==> src/rtl/vcrop_pkg.sv <==
package vcrop_pkg;

  // Widest size value the helper functions accept
  localparam int unsigned CNT_W_MAX = 16;

  typedef logic [CNT_W_MAX-1:0] size_t;

  typedef enum logic [1:0] {
    MODE_IDLE = 2'd0,
    MODE_KEEP = 2'd1,
    MODE_DROP = 2'd2
  } line_mode_e;

  // Number of lines forwarded per frame: height halved, rounded down
  function automatic size_t kept_lines(input size_t vsize);
    return vsize >> 1;
  endfunction

  // True when idx is the final index of a nonzero range of length size
  function automatic logic is_last_index(input size_t idx, input size_t size);
    return (size != '0) && (idx >= size - size_t'(1));
  endfunction

  // Line handling for the current line index
  function automatic line_mode_e pick_mode(input size_t row, input size_t hsize,
                                           input size_t vsize);
    if (hsize == '0 || vsize == '0) return MODE_IDLE;
    if (row < kept_lines(vsize))    return MODE_KEEP;
    return MODE_DROP;
  endfunction

endpackage

==> src/rtl/vcrop_raster.sv <==
module vcrop_raster
  import vcrop_pkg::*;
#(
  parameter int SIZE_W = 12
) (
  input  logic              clk,
  input  logic              rst_n,
  input  logic [SIZE_W-1:0] hsize,
  input  logic [SIZE_W-1:0] vsize,
  input  logic              step,
  output logic [SIZE_W-1:0] col,
  output logic [SIZE_W-1:0] row,
  output logic              line_end,
  output logic              frame_end
);

  logic [SIZE_W-1:0] col_q, row_q;

  assign line_end  = is_last_index(size_t'(col_q), size_t'(hsize));
  assign frame_end = line_end && is_last_index(size_t'(row_q), size_t'(vsize));

  always_ff @(posedge clk) begin
    if (!rst_n) begin
      col_q <= '0;
      row_q <= '0;
    end else if (step) begin
      if (line_end) begin
        col_q <= '0;
        row_q <= frame_end ? '0 : row_q + 1'b1;
      end else begin
        col_q <= col_q + 1'b1;
      end
    end
  end

  assign col = col_q;
  assign row = row_q;


  col_wrap_chk: assert property (@(posedge clk) disable iff (!rst_n)
    (step && line_end) |=> (col == '0));


  row_wrap_chk: assert property (@(posedge clk) disable iff (!rst_n)
    (step && frame_end) |=> (row == '0 && col == '0));


  hold_chk: assert property (@(posedge clk) disable iff (!rst_n)
    !step |=> ($stable(col) && $stable(row)));

endmodule

==> src/rtl/vcrop_gate.sv <==
module vcrop_gate
  import vcrop_pkg::*;
#(
  parameter int SIZE_W = 12
) (
  input  logic              clk,
  input  logic              rst_n,
  input  logic [SIZE_W-1:0] hsize,
  input  logic [SIZE_W-1:0] vsize,
  input  logic [SIZE_W-1:0] row,
  input  logic              in_valid,
  input  logic              out_full,
  input  logic              out_ready,
  output line_mode_e        mode,
  output logic              in_ready,
  output logic              accept,
  output logic              load
);

  assign mode = pick_mode(size_t'(row), size_t'(hsize), size_t'(vsize));

  always_comb begin
    unique case (mode)
      MODE_KEEP: in_ready = !out_full || out_ready;
      MODE_DROP: in_ready = 1'b1;
      default:   in_ready = 1'b0;
    endcase
  end

  assign accept = in_valid && in_ready;
  assign load   = accept && (mode == MODE_KEEP);


  zero_size_chk: assert property (@(posedge clk) disable iff (!rst_n)
    (hsize == '0 || vsize == '0) |-> (!in_ready && !load));


  drop_ready_chk: assert property (@(posedge clk) disable iff (!rst_n)
    (hsize != '0 && vsize != '0 && size_t'(row) >= kept_lines(size_t'(vsize)))
      |-> (in_ready && !load));

endmodule

==> src/rtl/vcrop_beat_reg.sv <==
module vcrop_beat_reg #(
  parameter int DATA_W = 24,
  parameter int USER_W = 1,
  parameter int ID_W   = 1,
  parameter int DEST_W = 1
) (
  input  logic              clk,
  input  logic              rst_n,
  input  logic              load,
  input  logic [DATA_W-1:0] d_data,
  input  logic [USER_W-1:0] d_user,
  input  logic              d_last,
  input  logic [ID_W-1:0]   d_id,
  input  logic [DEST_W-1:0] d_dest,
  input  logic              q_ready,
  output logic              q_valid,
  output logic [DATA_W-1:0] q_data,
  output logic [USER_W-1:0] q_user,
  output logic              q_last,
  output logic [ID_W-1:0]   q_id,
  output logic [DEST_W-1:0] q_dest
);

  localparam int BEAT_W = DATA_W + USER_W + 1 + ID_W + DEST_W;

  logic              valid_q;
  logic [BEAT_W-1:0] beat_q;

  always_ff @(posedge clk) begin
    if (!rst_n)       valid_q <= 1'b0;
    else if (load)    valid_q <= 1'b1;
    else if (q_ready) valid_q <= 1'b0;
  end

  always_ff @(posedge clk) begin
    if (load) beat_q <= {d_data, d_user, d_last, d_id, d_dest};
  end

  assign q_valid = valid_q;
  assign {q_data, q_user, q_last, q_id, q_dest} = beat_q;


  stall_hold_chk: assert property (@(posedge clk) disable iff (!rst_n)
    (q_valid && !q_ready) |=> (q_valid && $stable(beat_q)));


  no_overwrite_chk: assert property (@(posedge clk) disable iff (!rst_n)
    load |-> (!q_valid || q_ready));

endmodule

==> src/rtl/vcrop_stream.sv <==
module vcrop_stream
  import vcrop_pkg::*;
#(
  parameter int SIZE_W = 12,
  parameter int DATA_W = 24,
  parameter int USER_W = 1,
  parameter int ID_W   = 1,
  parameter int DEST_W = 1
) (
  input  logic              clk,
  input  logic              rst_n,
  input  logic [SIZE_W-1:0] cfg_hsize,
  input  logic [SIZE_W-1:0] cfg_vsize,
  input  logic [DATA_W-1:0] s_tdata,
  input  logic [USER_W-1:0] s_tuser,
  input  logic              s_tlast,
  input  logic [ID_W-1:0]   s_tid,
  input  logic [DEST_W-1:0] s_tdest,
  input  logic              s_tvalid,
  output logic              s_tready,
  output logic [DATA_W-1:0] m_tdata,
  output logic [USER_W-1:0] m_tuser,
  output logic              m_tlast,
  output logic [ID_W-1:0]   m_tid,
  output logic [DEST_W-1:0] m_tdest,
  output logic              m_tvalid,
  input  logic              m_tready
);

  // Named internal events
  logic [SIZE_W-1:0] pix_col, pix_row;
  logic              at_line_end, at_frame_end;
  logic              in_fire, out_load;
  line_mode_e        line_mode;

  vcrop_raster #(.SIZE_W(SIZE_W)) u_raster (
    .clk       (clk),
    .rst_n     (rst_n),
    .hsize     (cfg_hsize),
    .vsize     (cfg_vsize),
    .step      (in_fire),
    .col       (pix_col),
    .row       (pix_row),
    .line_end  (at_line_end),
    .frame_end (at_frame_end)
  );

  vcrop_gate #(.SIZE_W(SIZE_W)) u_gate (
    .clk       (clk),
    .rst_n     (rst_n),
    .hsize     (cfg_hsize),
    .vsize     (cfg_vsize),
    .row       (pix_row),
    .in_valid  (s_tvalid),
    .out_full  (m_tvalid),
    .out_ready (m_tready),
    .mode      (line_mode),
    .in_ready  (s_tready),
    .accept    (in_fire),
    .load      (out_load)
  );

  vcrop_beat_reg #(
    .DATA_W (DATA_W),
    .USER_W (USER_W),
    .ID_W   (ID_W),
    .DEST_W (DEST_W)
  ) u_beat (
    .clk     (clk),
    .rst_n   (rst_n),
    .load    (out_load),
    .d_data  (s_tdata),
    .d_user  (s_tuser),
    .d_last  (s_tlast),
    .d_id    (s_tid),
    .d_dest  (s_tdest),
    .q_ready (m_tready),
    .q_valid (m_tvalid),
    .q_data  (m_tdata),
    .q_user  (m_tuser),
    .q_last  (m_tlast),
    .q_id    (m_tid),
    .q_dest  (m_tdest)
  );


  drop_no_emit_chk: assert property (@(posedge clk) disable iff (!rst_n)
    (in_fire && line_mode == MODE_DROP) |=> !$rose(m_tvalid));


  pass_data_chk: assert property (@(posedge clk) disable iff (!rst_n)
    out_load |=> (m_tvalid && m_tdata == $past(s_tdata) && m_tlast == $past(s_tlast)));

endmodule

==> config.mk <==
export PLATFORM = sky130hd
export DESIGN_NAME = vcrop_stream
export DESIGN_NICKNAME = d
export VERILOG_FILES = /design/src/rtl/vcrop_pkg.sv /design/src/rtl/vcrop_raster.sv /design/src/rtl/vcrop_gate.sv /design/src/rtl/vcrop_beat_reg.sv /design/src/rtl/vcrop_stream.sv
export SDC_FILE = /design/constraint.sdc
export NUM_CORES = 1
export LEC_CHECK = 0
export ABC_AREA = 1
export BUFFER_PORTS_ARGS = -buffer_cell sky130_fd_sc_hd__buf_2
export CORE_UTILIZATION = 32
export CTS_BUF_LIST = sky130_fd_sc_hd__clkbuf_16
export DETAILED_ROUTE_END_ITERATION = 10
export PLACE_DENSITY = 0.49
export SETUP_SLACK_MARGIN = 0.02
export SKIP_CTS_REPAIR_TIMING = 1
export SLEW_MARGIN = 20
export SYNTH_ARGS = -nofsm -noshare
export SYNTH_HDL_FRONTEND = slang
export SYNTH_SLANG_ARGS = --single-unit
==> constraint.sdc <==
create_clock -name clk -period 3.1 [get_ports clk]
set_input_delay 0.465 -clock clk [delete_from_list [all_inputs] [get_ports clk]]
set_output_delay 0.465 -clock clk [all_outputs]
set_load 0.05 [all_outputs]
Yosys cells after proc, flatten, opt, wreduce, memory -nomap -nowiden --
Cells that the tools add are included.
Word-level totals: bits in registers 53, bits of input ports 56, output and inout bits 30, logic and storage cells 39
Operators by class: $add $sub $neg 4, order comparisons 3, eq/ne operators 2, mux-type cells 12, reduce and logical (&&, ||, !) cells 14
Operators by type and width (count):
- greater-or-equal comparator 12 x 16 -> 1 bit | 2
- subtractor 12 x 1 -> 13 bit (second input constant) | 2
- adder 12 x 1 -> 12 bit (second input constant) | 2
- logical NOT 12 bit | 2
- two-way mux 12 bit | 2
- nonzero test 12 bit | 2
- < comparator 12 x 11 -> 1 bit | 1
- two-way mux 2 bit | 4
- logical AND 1 bit | 5
- two-way mux 1 bit | 5
- equality test 2 x 1 -> 1 bit (second input constant) | 1
- equality test 2 bit (second input constant) | 1
- logical OR 1 bit | 2
- one-hot mux 1 bit (2 select lines) | 1
- AND reduction 2 bit | 1
- nonzero test 2 bit | 1
- logical NOT 1 bit | 1

Depth between registers and ports, before layout --
depth in word-level cells 11, mapped depth 22, depth with buffers taken out 22

Modules after synthesis --
Synthesis repeated with hierarchy kept, for this count alone.
Second synthesis, totals: cells, all modules 485, area total of the unflattened synthesis 3712.3 sq um
Modules (own cells, without submodules):
- vcrop_raster | instances 1, cells an instance 356, area an instance 2347.3 sq um, seq. area each 480.5 sq um
- vcrop_beat_reg | instances 1, cells an instance 34, area an instance 884.6 sq um, seq. area each 860.8 sq um
- vcrop_gate | instances 1, cells an instance 95, area an instance 480.5 sq um, seq. area each 0.0 sq um

Worst setup path after synthesis --
No wires, ideal clock.
kind input -> register, from input cfg_hsize[0], to register u_raster.row_q[4], in the netlist u_raster.row[4], setup time 0.113 ns, arrival 2.700 ns, data required time 2.987 ns, slack 0.287 ns, stages on the path 18, buffers on the path 1, path through inv_1 > ha_1 > nor3b_4 > nand2_1 > nor4_1 > xor2_1 > inv_1 > ha_1 > nand4_1 > a21oi_2 > nand2_1 > nand2_2 > nor2_8 > nor2_4 > buf_6 > nand2_1 > nand2_1 > nor2_1
On the way: word-level cells in the longest chain between the ends 8, elaborated cells on any way between the ends 15, classes of those cells add/sub: 1; order compare: 1; eq/ne: 2; mux: 4; reduce/logical: 7
Ends and longest elaborated chain:
- from (decl) | line vcrop_stream.sv:12 | input logic [SIZE_W-1:0] cfg_hsize,
- branches (longest 8 deep; another with greater-or-equal comparator 12 x 16 -> 1 bit)
- to (signal assigned) | line vcrop_raster.sv:29 | row_q <= frame_end ? '0 : row_q + 1'b1;
- to (decl) | line vcrop_raster.sv:17 | logic [SIZE_W-1:0] col_q, row_q;
Several ways; the timed one is not identified. A chain may end at the register's enable or synchronous reset.

Final worst setup path --
from input cfg_hsize[0], to register u_raster.col_q[6], in the netlist u_raster.col[6]
On the way: word-level cells in the longest chain between the ends 7, elaborated cells on any way between the ends 13, classes of those cells add/sub: 1; order compare: 1; eq/ne: 2; mux: 4; reduce/logical: 5
Ends and longest elaborated chain:
- branches (longest 7 deep; another with greater-or-equal comparator 12 x 16 -> 1 bit)
- to (signal assigned) | line vcrop_raster.sv:31 | col_q <= col_q + 1'b1;
- to (decl) | line vcrop_raster.sv:17
Several ways; the timed one is not identified.

==> impl_metrics.yaml <==
power_and_ir_drop:
  internal_power_mw: 1.24
  pwr-share-comb_pct: 17.5
  switching_share_pct: 27.1
  pwr-share-clk_pct: 36.7
  p_leak_nw: 2.15
  p_seq_share_pct: 45.8
  total_power_mw: 1.70
  p_sw_mw: 0.462
  peakVddDrop_mv: 0.298
  power.density_mw_per_mm2: 373
floorplan:
  core_area_sq_mm: 0.0114
  fp.dieArea_sq_mm: 0.0121
  num_rows: 39
  top_level_ports: 86
  start_util_pct: 32.8
  die_x_microns: 110
  die_y_microns: 110
synth:
  ys_warn_count: 0
  async_flop_share_pct: 0
  synth_xor_area_share_pct: 6.55
  synthMuxAreaShare_pct: 0
  synthCells: 487
  synth-simple-area-share_pct: 28.5
  yosysTopAreaCell: "edfxtp_1"
  seq_area_frac_synth_pct: 35.8
  synth_edf_count: 28
  syn_avg_cell_area_sq_um: 7.69
  synth.net_count: 581
  syn_area_sq_mm: 0.00375
  synthTopCellsByCount: "nand2_1 (126), inv_1 (71), nor2_1 (50)"
  synth.area.top_cells: "edfxtp_1 (22%), dfxtp_1 (13%), ha_1 (13%), nand2_1 (13%), inv_1 (7.1%)"
  synth_top_family_by_area: "simple AND/OR/NAND/NOR gates"
  synth_cell_types: 36
  synthAdderAreaFrac_pct: 12.7
  ys_ff_latch: 53
  synth_compound_area_share_pct: 7.98
  synth.top_cell.area_share_pct: 22.4
  synth-main-ff-cell: "edfxtp_1"
  yosysMostFrequentCell: "nand2_1"
sta:
  setup_tns_ns: 0
  min_period_ns: 2.78
  rsz0062_at_grt: "no"
  slew_viol_final: 0
  skew_ns: 0.00379
  clock.fmax_mhz: 360
  hold_violations: 0
  layout_setup_ws_ns: 0.323
  fin_crit_sh_pct: 89.6
  relSlewSlack_pct: 67.3
  setup_viol: 0
  worstMarginPinSlew_ns: 0.487
finish:
  num_antenna_cells: 0
  syn_to_final_growth_pct: 22.0
  nets: 679
  fin_area_sq_mm: 0.00457
  stdcell_count: 729
  drive_above_1_share_pct: 21.5
drt:
  ant_nets: 0
  vias: 3273
  finalWirelength_microns: 8690
  initialDrtViolationCount: 172
  drtPass1Iterations: 4
  drcViolationCount: 0
  wl_per_cell_microns: 11.9
  detail_route.vias_per_cell: 4.49
grt:
  grt_pass1_vias: 3036
  grt_overflow: 0
  grt_pass1_wl_microns: 14100
  grt_max_degree: 30
  grt_antenna_before_repair: 0
  grt_use_total_pct: 15.0
status:
  status: "complete, no violations"
clocking:
  cts_inserted_buffers: 5
  root_buffer: "clkbuf_16"
  clkLatencyLatePin_ns: 0.29
  clock_path_buffers: 2
  cts_tree: "done"
  ctsHtreeMaxLevel: 2
  cts.sinks: 53
  path_clk_slew_ns: 0.07
place:
  io_buffers: 85
  dp_cells: 721
  place_ws_ns: -0.0151
  dpl.hpwl_microns: 7150
  dpl-instance-area_sq_mm: 0.00440
  place_congestion: 0.823
hold_path:
  hold_path_class: "in2reg"
setup_path:
  cp-start-kind: "primary input"
  critPathArrivalTime_ns: 2.95
  critPathMaxFanout: 6
  path_cells: "buf_2, inv_1, ha_1, nor3b_4, nand2_1, nor4_1, xor2_1, inv_1, ha_1, nand4_1, a21oi_2, nand2_1, nand2_2, nor2_8, o21ai_2, buf_4, a21oi_1"
  cp_data_required_time_ns: 3.28
  slowest_delay_ns: 0.29
  crit_type: "in2reg"
  slowest_stage: "ha_1"
  cp-end-kind: "flop"
job:
  drv_cap: 0
==> final timing paths <==
| kind | start | endpoint | slack, ns | cells past startpoint |
|---|---|---|---|---|
| hold reg to reg | u_raster.col[10] | u_raster.col[10] | 0.52 | 2 |
| hold / removal | s_tdata[10] | u_beat.beat_q[14] | 0.35 | 1 |
| setup / recovery | cfg_hsize[0] | u_raster.col[6] | 0.32 | 17 |
| setup reg to reg | u_raster.row[8] | u_beat.beat_q[18] | 0.72 | 12 |
==> worst max-delay path: cells and delay by family <==
| family | cells | cell delay [ns] |
|---|---|---|
| and+or+nand+nor | 7 | 0.93 |
| adders and majority gates | 2 | 0.49 |
| buffers and inverters | 4 | 0.46 |
| AOI/OAI and AO/OA | 3 | 0.43 |
| xor gates and xnor gates | 1 | 0.19 |
==> through the flow <==
stage,utilization [%],hold slack (ns)
CTS,40.0,0.342
finish,40.0,0.349
detailed placement,38.5,0.511
floorplan,-,0.471
global placement,38.5,0.510
global route,40.0,0.339
==> registers in the layout, summed over array words and instances (netlist names) <==
signal          flops
u_beat.beat_q      28
u_beat.q_valid      1
u_raster.col       12
u_raster.row       12
==> power by group through the flow <==
stage / registers [mW] / clock network (mW) / logic (mW)
2_1_floorplan: 0.882 / 0 / 0.114
3_3_place_gp: 0.795 / 0 / 0.297
3_5_place_dp: 0.797 / 0 / 0.301
4_1_cts: 0.781 / 0.646 / 0.302
5_1_grt: 0.783 / 0.668 / 0.330
6_report: 0.781 / 0.626 / 0.298
==> area by class of cell <==
class                      count  area, sq um
sequential                    53         1340
tap                          143          179
multi-input combinational    354         2090
clock inverter                 3         42.5
inverter                      74          278
clock buffer                   5          125
timing repair buffer          97          515
fill                        1218         6850
==> cells in the final DEF, fill, tap and decap left out <==
master	n
nor2_8	1
nand3_1	12
xor2_1	20
nor4_1	5
nor3b_4	1
inv_6	1
nand3_4	1
nor2_2	4
inv_2	3
inv_1	72
a21o_1	2
bufinv_16	1
and2_1	2
nand3b_1	1
o21ai_1	2
nand2_1	126
nor2_4	3
dfxtp_1	25
o21ai_2	1
buf_4	12
o21bai_1	8
nand3_2	4
nand2_2	2
ha_1	38
edfxtp_1	28
o21ai_0	8
nor3_1	15
o22ai_1	1
nor2_1	50
nor2b_1	1
xnor2_1	8
nand4_1	6
a21oi_1	30
nor3_2	1
clkbuf_16	5
buf_2	85
a21oi_2	1
==> per-layer routing <==
metal,vias up,share of wire (%),global-route usage (%)
met5,-,0,0
met4,0,0.92,3.38
met3,7,2.8,1.88
met2,54,50,28.0
met1,1444,46,18.2
li1,1768,-,-
==> cells by family after synthesis <==
logic type,count (synthesis)
flops,53
buf+inv,80
fa+ha+maj,38
simple gates,235
compound gates,53
xor+xnor,28
(Power assumes the default switching activity.)
